### src/rtl/bt_pkg.sv
package bt_pkg;
  typedef enum logic [1:0] {
    BT_IDLE = 2'd0,
    BT_MEAS = 2'd1,
    BT_DONE = 2'd2
  } bt_state_e;
endpackage

### src/rtl/bt_sync.sv
module bt_sync #(
  parameter int STAGES = 2
) (
  input  logic clk,
  input  logic rst_n,
  input  logic rx_in,
  output logic fall_evt,
  output logic rise_evt
);
  localparam int CHAIN_W = STAGES + 1;

  logic [CHAIN_W-1:0] chain_q;
  logic               line_now;
  logic               line_prev;

  always_ff @(posedge clk or negedge rst_n) begin
    if (!rst_n) chain_q <= '1;
    else        chain_q <= {chain_q[CHAIN_W-2:0], rx_in};
  end

  assign line_now  = chain_q[STAGES-1];
  assign line_prev = chain_q[STAGES];
  assign fall_evt  = line_prev & ~line_now;
  assign rise_evt  = ~line_prev & line_now;
endmodule

### src/rtl/bt_counter.sv
module bt_counter #(
  parameter int CNT_W = 16
) (
  input  logic             clk,
  input  logic             rst_n,
  input  logic             clr,
  input  logic             load_one,
  input  logic             step,
  output logic [CNT_W-1:0] cnt_q,
  output logic             at_max
);
  localparam logic [CNT_W-1:0] CNT_MAX = '1;

  function automatic logic [CNT_W-1:0] sat_inc(input logic [CNT_W-1:0] v);
    return (v == CNT_MAX) ? v : v + 1'b1;
  endfunction

  always_ff @(posedge clk or negedge rst_n) begin
    if (!rst_n)        cnt_q <= '0;
    else if (clr)      cnt_q <= '0;
    else if (load_one) cnt_q <= {{(CNT_W-1){1'b0}}, 1'b1};
    else if (step)     cnt_q <= sat_inc(cnt_q);
  end

  assign at_max = (cnt_q == CNT_MAX);
endmodule

### src/rtl/bt_ctrl.sv
module bt_ctrl
  import bt_pkg::*;
#(
  parameter int CNT_W = 16
) (
  input  logic             clk,
  input  logic             rst_n,
  input  logic             tune_en,
  input  logic             ack,
  input  logic             fall_evt,
  input  logic             rise_evt,
  input  logic [CNT_W-1:0] cnt_q,
  input  logic             at_max,
  output logic             cnt_clr,
  output logic             cnt_load,
  output logic             cnt_step,
  output logic             cap_evt,
  output logic             meas_q,
  output logic [CNT_W-1:0] cuv_q,
  output logic             cuv_valid,
  output logic             cuv_sat
);
  bt_state_e st_q, st_d;
  logic      ack_evt;

  assign ack_evt  = tune_en && (st_q == BT_DONE) && ack;
  assign cnt_clr  = !tune_en;
  assign cnt_load = tune_en && (st_q == BT_IDLE) && fall_evt;
  assign cnt_step = tune_en && (st_q == BT_MEAS) && !rise_evt;
  assign cap_evt  = tune_en && (st_q == BT_MEAS) && rise_evt;
  assign meas_q   = (st_q == BT_MEAS);

  always_comb begin
    st_d = st_q;
    if (!tune_en) st_d = BT_IDLE;
    else begin
      case (st_q)
        BT_IDLE: if (fall_evt) st_d = BT_MEAS;
        BT_MEAS: if (rise_evt) st_d = BT_DONE;
        BT_DONE: if (ack)      st_d = BT_IDLE;
        default:               st_d = BT_IDLE;
      endcase
    end
  end

  always_ff @(posedge clk or negedge rst_n) begin
    if (!rst_n) begin
      st_q      <= BT_IDLE;
      cuv_q     <= '0;
      cuv_valid <= 1'b0;
      cuv_sat   <= 1'b0;
    end else begin
      st_q <= st_d;
      if (cap_evt) begin
        cuv_q   <= cnt_q;
        cuv_sat <= at_max;
      end
      if (!tune_en)     cuv_valid <= 1'b0;
      else if (cap_evt) cuv_valid <= 1'b1;
      else if (ack_evt) cuv_valid <= 1'b0;
    end
  end
endmodule

### src/rtl/baud_tune_meter.sv
module baud_tune_meter #(
  parameter int CNT_W    = 16,
  parameter int SYNC_STG = 2
) (
  input  logic             clk,
  input  logic             rst_n,
  input  logic             tune_en,
  input  logic             irq_en,
  input  logic             ack,
  input  logic             rx_in,
  output logic [CNT_W-1:0] cuv_q,
  output logic             cuv_valid,
  output logic             cuv_sat,
  output logic             irq
);
  logic             fall_evt;
  logic             rise_evt;
  logic             cnt_clr;
  logic             cnt_load;
  logic             cnt_step;
  logic             cap_evt;
  logic             meas_q;
  logic             at_max;
  logic [CNT_W-1:0] cnt_q;

  bt_sync #(.STAGES(SYNC_STG)) u_sync (
    .clk      (clk),
    .rst_n    (rst_n),
    .rx_in    (rx_in),
    .fall_evt (fall_evt),
    .rise_evt (rise_evt)
  );

  bt_counter #(.CNT_W(CNT_W)) u_cnt (
    .clk      (clk),
    .rst_n    (rst_n),
    .clr      (cnt_clr),
    .load_one (cnt_load),
    .step     (cnt_step),
    .cnt_q    (cnt_q),
    .at_max   (at_max)
  );

  bt_ctrl #(.CNT_W(CNT_W)) u_ctrl (
    .clk       (clk),
    .rst_n     (rst_n),
    .tune_en   (tune_en),
    .ack       (ack),
    .fall_evt  (fall_evt),
    .rise_evt  (rise_evt),
    .cnt_q     (cnt_q),
    .at_max    (at_max),
    .cnt_clr   (cnt_clr),
    .cnt_load  (cnt_load),
    .cnt_step  (cnt_step),
    .cap_evt   (cap_evt),
    .meas_q    (meas_q),
    .cuv_q     (cuv_q),
    .cuv_valid (cuv_valid),
    .cuv_sat   (cuv_sat)
  );

  assign irq = cuv_valid & irq_en;
endmodule

### config.mk
export PLATFORM = sky130hd
export DESIGN_NAME = baud_tune_meter
export DESIGN_NICKNAME = d
export VERILOG_FILES = /design/src/rtl/bt_pkg.sv /design/src/rtl/bt_sync.sv /design/src/rtl/bt_counter.sv /design/src/rtl/bt_ctrl.sv /design/src/rtl/baud_tune_meter.sv
export SDC_FILE = /design/constraint.sdc
export NUM_CORES = 1
export LEC_CHECK = 0
export BUFFER_PORTS_ARGS = -buffer_cell sky130_fd_sc_hd__buf_2
export CORE_AREA = 2 2 77 79
export DETAILED_ROUTE_END_ITERATION = 6
export DIE_AREA = 0 0 79 81
export MAX_ROUTING_LAYER = met4
export PLACE_DENSITY_LB_ADDON = 0.3
export REMOVE_ABC_BUFFERS = 1
export SLEW_MARGIN = 40
export SYNTH_ARGS = -nofsm -noshare
export SYNTH_HDL_FRONTEND = slang
export SYNTH_HIERARCHICAL = 1
export SYNTH_SLANG_ARGS = --single-unit
export TNS_END_PERCENT = 10
### constraint.sdc
create_clock -name clk -period 2.4 [get_ports clk]
set_input_delay 0.24 -clock clk [delete_from_list [all_inputs] [get_ports clk]]
set_output_delay 0.24 -clock clk [all_outputs]
set_load 0.01 [all_outputs]
Yosys cells after proc, flatten, opt, wreduce, memory -nomap -nowiden
Index checks and enable logic that the tools add are counted.
{"block": "totals", "inputBits": 6, "out_inout_bits": 19, "reg_bits": 39}
{"block": "classes", "n_eq_ne": 9, "n_reduce_logical": 11, "n_bitwise": 5, "add_sub_neg": 1, "muxes": 12}
{"op": "16-bit 2-to-1 mux", "count": 4}
{"op": "16-bit by 1-bit adder with 16-bit output, second input constant", "count": 1}
{"op": "16-bit equality test, second input constant", "count": 1}
{"op": "2-bit 2-to-1 mux", "count": 4}
{"op": "1-bit logical AND", "count": 7}
{"op": "3-bit by 1-bit inequality test with 1-bit output, second input constant", "count": 2}
{"op": "3-bit by 2-bit inequality test with 1-bit output, second input constant", "count": 2}
{"op": "3-bit inequality test, second input constant", "count": 2}
{"op": "2-bit case mux with 3 select lines", "count": 1}
{"op": "1-bit bitwise AND", "count": 3}
{"op": "1-bit 2-to-1 mux", "count": 3}
{"op": "3-bit AND reduction", "count": 1}
{"op": "2-bit by 1-bit equality test with 1-bit output, second input constant", "count": 1}
{"op": "2-bit equality test, second input constant", "count": 1}
{"op": "2-bit logical NOT", "count": 1}
{"op": "1-bit NOT", "count": 2}
{"op": "2-bit AND reduction", "count": 1}
{"op": "1-bit logical NOT", "count": 1}

Longest topological paths before layout
Gate-level depths: netlist of run 1.
{"block": "logic_depth", "word_depth": 7, "mapped_depth": 8, "depth_no_buf": 7}

By module
The synthesis of run 1 kept the hierarchy.
{"module": "bt_counter", "instances": 1, "seq_area_each_um2": 400.4, "area_per_inst_um2": 957.2, "cells_each": 105}
{"module": "bt_ctrl", "instances": 1, "seq_area_each_um2": 500.5, "area_per_inst_um2": 858.3, "cells_each": 55}
{"module": "bt_sync", "instances": 1, "seq_area_each_um2": 78.8, "area_per_inst_um2": 93.8, "cells_each": 5}
{"module": "baud_tune_meter", "instances": 1, "seq_area_each_um2": 0.0, "area_per_inst_um2": 6.3, "cells_each": 1}

Least setup slack after synthesis of run 1
Ideal clock, no wire load.
{"block": "synth_timing", "path_type": "register -> register", "start": "register u_sync.chain_q[2]", "end": "register u_cnt.cnt_q[9]", "setup_time_ns": 0.078, "slack_ns": -0.056, "synth_period_minus_slack_ns": 2.456, "required_time_ns": 2.322, "path_stages_with_launch": 8, "n_path_buf": 1, "t_arrival_ns": 2.378, "path_cell_list": "dfstp_2 -> and2b_2 -> nor3b_1 -> nand3_1 -> or2_0 -> clkbuf_1 -> or4_1 -> a21oi_1"}
{"block": "synth_between", "elab_chain_len": 6, "elab_cells_between_ends": 11}
{"item": "start: declaration", "line_no": "bt_sync.sv:12", "text": "logic [CHAIN_W-1:0] chain_q;"}
{"item": "start signal: assignment", "line_no": "bt_sync.sv:18", "text": "else chain_q <= {chain_q[CHAIN_W-2:0], rx_in};"}
{"item": "1-bit NOT", "line_no": "bt_sync.sv:24", "text": "assign rise_evt = ~line_prev & line_now;"}
{"item": "1-bit bitwise AND", "line_no": "bt_sync.sv:24"}
{"item": "net rise_evt", "line_no": "baud_tune_meter.sv:17", "text": "logic rise_evt;"}
{"item": "1-bit logical NOT", "line_no": "bt_ctrl.sv:29", "text": "assign cnt_step = tune_en && (st_q == BT_MEAS) && !rise_evt;"}
{"item": "1-bit logical AND", "line_no": "bt_ctrl.sv:29"}
{"item": "net cnt_step", "line_no": "baud_tune_meter.sv:20", "text": "logic cnt_step;"}
{"item": "3-bit by 1-bit inequality test with 1-bit output (no line)"}
{"item": "2-bit AND reduction (no line)"}
{"item": "end signal: assignment", "line_no": "bt_counter.sv:21", "text": "else if (load_one) cnt_q <= {{(CNT_W-1){1'b0}}, 1'b1};"}
{"item": "end signal: assignment", "line_no": "bt_counter.sv:22", "text": "else if (step) cnt_q <= sat_inc(cnt_q);"}
{"item": "end: declaration", "line_no": "bt_counter.sv:9", "text": "output logic [CNT_W-1:0] cnt_q,"}
The timed path passes the listed nets, and every way through them passes these cells.
A chain may end at the register's enable or synchronous reset.

Final worst setup path of run 1
{"block": "layout_timing", "start": "register u_sync.chain_q[2]", "end": "register u_cnt.cnt_q[15]"}
Same word-level chain as after synthesis.

==> results of run 1 <==
state kept, by name (all words and copies together) (netlist names):
| signal | flops |
|---|---|
| u_ctrl/cuv_valid | 1 |
| u_sync/chain_q | 3 |
| u_cnt/cnt_q | 16 |
| u_ctrl/cuv_sat | 1 |
| u_ctrl/cuv_q | 16 |
| u_ctrl/st_q | 2 |
timing repair:
action / 4_1_cts / 5_1_grt
hold endpoints to repair: 36 / 0
resized for setup: 0 / 0
hold buffers: 1 / 0
worst reg2reg max path: cells and delay by family (launching register included):
kind            cells  cell delay (ns)
compound gates      1             0.18
simple gates        5             1.37
flops               1             0.52
power breakdown:
| group | internal (mW) | switching [mW] | total [mW] |
|---|---|---|---|
| sequential | 0.667 | 0.00755 | 0.674 |
| combinational | 0.0209 | 0.0358 | 0.0566 |
| clock | 0.262 | 0.215 | 0.477 |
worst paths after layout:
path | depth (start not counted) | slack (ns) | from | end
worst max-delay path | 6 | 0.24 | u_sync/chain_q[2] | u_cnt/cnt_q[15]
worst min-delay path | 1 | 0.05 | rx_in | u_sync/chain_q[0]
worst max register to register | 6 | 0.24 | u_sync/chain_q[2] | u_cnt/cnt_q[15]
worst min register to register | 0 | 0.36 | u_sync/chain_q[0] | u_sync/chain_q[1]
max in group asynchronous | 2 | 1.58 | rst_n | u_sync/chain_q[0]
min in group asynchronous | 2 | 0.45 | rst_n | u_ctrl/cuv_q[0]
cell type report:
type	instances	area (um^2)	share of cell area, %
timing repair buffer	28	155	7.01
inverter	7	31.3	1.41
sequential	39	980	44.2
multi-input combinational	113	855	38.6
clock buffer	8	100	4.52
tap	75	93.8	4.24
metal layers:
layer / up-vias / GRT usage (%) / wire length [um] / part of all wire (%)
met1: 675 / 16.4 / 1720 / 47
met4: 0 / 5.86 / 74 / 2.0
li1: 687 / - / - / -
met3: 6 / 3.00 / 112 / 3.0
met2: 27 / 19.0 / 1780 / 48
met5: - / - / 0 / 0
metrics by stage:
step	power, mW	cells	util [%]
after CTS	1.23	270	38.9
after global routing	1.27	270	39.0
after global placement	0.743	261	36.9
after floorplan	0.713	159	-
final	1.21	270	39.0
after detailed placement	0.744	261	36.9
==> impl_metrics.toml, run 1 <==
[run_status]
outcome = "finished, final reports clean"

[clocking]
cts_setup_buffers = 0
cts_tree = "built"
cts_buffers = 5
clk_latency_ns = 0.29
h-tree-depth = 2
ctsLongestPathBuffers = 2
clock_sinks = 39
cts-root-buf = "clkbuf_8"
clk_pin_slew_worst_paths_ns = 0.07

[place]
post-place-ws_ns = 0.270
io_buffers = 24
post_dp_cell_area_um2 = 2100
place_hpwl_um = 2470
gp_congestion = 0.890

[routing]
drc = 0
finalWirelength_um = 3690
wl_per_cell_um = 13.7
drtAntennaViolNets = 0
dr.first_iter.drc_count = 82
avgViaCountPerCell = 5.17
firstDrtPassIters = 4
num_vias = 1395

[global_routing]
grt_pass1_wl_um = 6120
grt_antenna_before_repair = 0
gr-total-overflow = 0
grt_max_degree = 40
grt_pass1_vias = 1275
grtUsageTotal_pct = 12.7

[sta]
setup_viol = 0
finClkSkew_ns = 0.00329
rsz0062_at_grt = "no"
finalCriticalPeriod_ns = 2.16
tns_ns = 0
period_share_pct = 89.9
whs_ns = 0.0506
hold_viol = 0
finalMaxSlewViolations = 0
setup_slack_ns = 0.243
slew_headroom_pct = 61.7
clock.fmax_ghz = 0.464
worstMarginPinSlew_ns = 0.574

[synthesis]
syn_inst = 165
yosys_warnings = 6
synth_area_um2 = 1910
avgSynthCellArea_um2 = 11.6

[floorplan]
core_um2 = 5680
dieArea_um2 = 6400
io_pins = 25
rows = 28
start_util_pct = 33.7
die_w_um = 79
die_h_um = 81

[setup_path]
crit_fanout = 5
crit_arrival_ns = 2.37
crit_chain = "and2b_2 -> nor3b_1 -> nand3_1 -> or2_0 -> or4_1 -> a21oi_1"
critPathKind = "flip-flop to flip-flop"
cp_data_required_time_ns = 2.61
startpoint_type = "flip-flop"
slowest_delay_ns = 0.52
endpoint_kind = "flip-flop"
cp_num_buf_inv = 0
cp_top_family = "simple AND/OR/NAND/NOR gates"
cp_slowest_cell = "dfstp_2"

[pwr]
p_per_area_nw_per_um2 = 545
p_leak_nw = 1.02
ir_drop_v = 0.000221

[layout]
drive_gt1_share_pct = 31.8
final_common_cell = "dfrtp_1"
syn_to_final_growth_pct = 15.8
nets = 201
antenna_cells = 0
finalInstanceArea_um2 = 2210
layout_common_cells = "dfrtp_1 (36), buf_2 (23), a21oi_1 (14)"
fillers = 544

[job]
drv_cap = 0

[worst_hold_path]
worstHoldPathType = "input pin to flip-flop"
No activity file was read; power rests on OpenSTA's default activity.
==> run 2: changes to the inputs <==
--- a/config.mk
+++ b/config.mk
@@ -9,6 +9,7 @@
 export CORE_AREA = 2 2 77 79
 export DETAILED_ROUTE_END_ITERATION = 6
 export DIE_AREA = 0 0 79 81
+export GPL_TIMING_DRIVEN = 0
 export MAX_ROUTING_LAYER = met4
 export PLACE_DENSITY_LB_ADDON = 0.3
 export REMOVE_ABC_BUFFERS = 1
==> run 2 against run 1 <==
Cell area about the same. Highest routed layer unchanged. Largest power group unchanged. Utilization about the same. Clock skew increased by 0.0031 ns.
==> impl_metrics.toml, run 2 (same netlist as run 1, synthesis figures left out) <==
[layout]
instances_no_fill = 270
nets = 201
fillers = 582
syn_to_final_growth_pct = 15.8
final_util_pct = 39.0
final_common_cell = "dfrtp_1"
layout_common_cells = "dfrtp_1 (36), buf_2 (23), a21oi_1 (14)"
drive_gt1_share_pct = 32.3
antenna_cells = 0
reg_top3 = "u_cnt/cnt_q (16), u_ctrl/cuv_q (16), u_sync/chain_q (3)"

[clocking]
cts_tree = "built"
cts-root-buf = "clkbuf_8"
clk_pin_slew_worst_paths_ns = 0.07
clk_latency_ns = 0.29
clock_sinks = 39
ctsLongestPathBuffers = 2
h-tree-depth = 2
cts_buffers = 5

[sta]
finClkSkew_ns = 0.00635
tns_ns = 0
finalCriticalPeriod_ns = 2.28
hold_viol = 0
setup_slack_ns = 0.124
finalMaxSlewViolations = 0
clock.fmax_ghz = 0.439
slew_headroom_pct = 61.9
rsz0062_at_grt = "no"
period_share_pct = 94.8
worstMarginPinSlew_ns = 0.571
setup_viol = 0

[place]
post-place-ws_ns = -0.376
gp_congestion = 0.883
place_hpwl_um = 2450
io_buffers = 24
placedCellCount = 258

[routing]
wl_per_cell_um = 14.0
avgViaCountPerCell = 5.27
drtAntennaViolNets = 0
drc = 0
finalWirelength_um = 3790
firstDrtPassIters = 4
dr.first_iter.drc_count = 110
num_vias = 1423

[global_routing]
grtUsageTotal_pct = 13.1
grt_max_degree = 40
grt_antenna_before_repair = 0
grt_pass1_wl_um = 6380
grt_pass1_vias = 1332
gr-total-overflow = 0

[pwr]
p_per_area_nw_per_um2 = 521
p_total_mw = 1.15
p_leak_nw = 1.02
ir_drop_v = 0.000226

[setup_path]
crit_fanout = 10
endpoint_kind = "flip-flop"
critPathKind = "flip-flop to flip-flop"
crit_chain = "and2b_2 -> nor3b_4 -> nand3_2 -> or2_4 -> or4_1 -> a21oi_1"
cp_data_required_time_ns = 2.62
cp_top_family = "simple AND/OR/NAND/NOR gates"
cp_slowest_cell = "dfstp_2"
cp_num_buf_inv = 0
crit_arrival_ns = 2.49
setup.worst_path.start = "u_sync/chain_q[2]"
reg2reg_from = "u_sync/chain_q[2]"
startpoint_type = "flip-flop"
slowest_delay_ns = 0.52

[floorplan]
io_pins = 25
rows = 28
die_w_um = 79
core_um2 = 5680
dieArea_um2 = 6400
die_h_um = 81
start_util_pct = 33.7

[run_status]
outcome = "finished, final reports clean"

[worst_hold_path]
worstHoldPathType = "input pin to flip-flop"
min-delay-start = "rx_in"

[job]
drv_cap = 0
==> run 2: cell counts in the layout (fill, tap and decap cells not counted) <==
Identical to the previous run, type by type.
==> run 2: worst paths after layout <==
check / to / slack (ns) / depth (start not counted)
setup reg to reg: u_cnt/cnt_q[15] / 0.12 / 6
min in group asynchronous: u_ctrl/cuv_q[0] / 0.46 / 2
hold / removal: u_sync/chain_q[0] / 0.05 / 1
hold reg to reg: u_sync/chain_q[1] / 0.36 / 0
setup / recovery: u_cnt/cnt_q[15] / 0.12 / 6
max in group asynchronous: u_sync/chain_q[0] / 1.58 / 2
==> run 2: power by group <==
group / switching, mW / internal [mW]
registers: 0.00768 / 0.667
logic: 0.0368 / 0.0221
clock network: 0.213 / 0.206
==> run 2: final cells by class <==
cell class	count	area (um^2)	share of cell area (%)
sequential	39	980	44.3
multi-input combinational	113	873	39.5
timing repair buffer	28	155	7.01
tap	75	93.8	4.24
clock buffer	8	80.1	3.62
inverter	7	31.3	1.41
==> run 2: metal layers <==
| layer | global-route usage (%) | wire length (um) |
|---|---|---|
| met1 | 16.1 | 1780 |
| met2 | 20.8 | 1830 |
| met3 | 3.44 | 111 |
| met4 | 5.34 | 70 |
| met5 | - | 0 |
==> run 2: repair_timing <==
item                                   in CTS  in global routing
hold buffers                                1                  0
gates cloned                                0                  0
pin swaps                                   0                  1
resized for setup                           3                  2
setup endpoints to repair                  13                  2
endpoints found under the hold margin      36                  0
buffers inserted                            0                  3
==> run 2: metrics by stage <==
| step | area [um^2] | hold WS, ns |
|---|---|---|
| after floorplan | 1860 | -0.0556 |
| after global placement | 2070 | 0.346 |
| after detailed placement | 2070 | 0.246 |
| after CTS | 2180 | 0.0366 |
| after global routing | 2210 | 0.0253 |
| final | 2210 | 0.0468 |
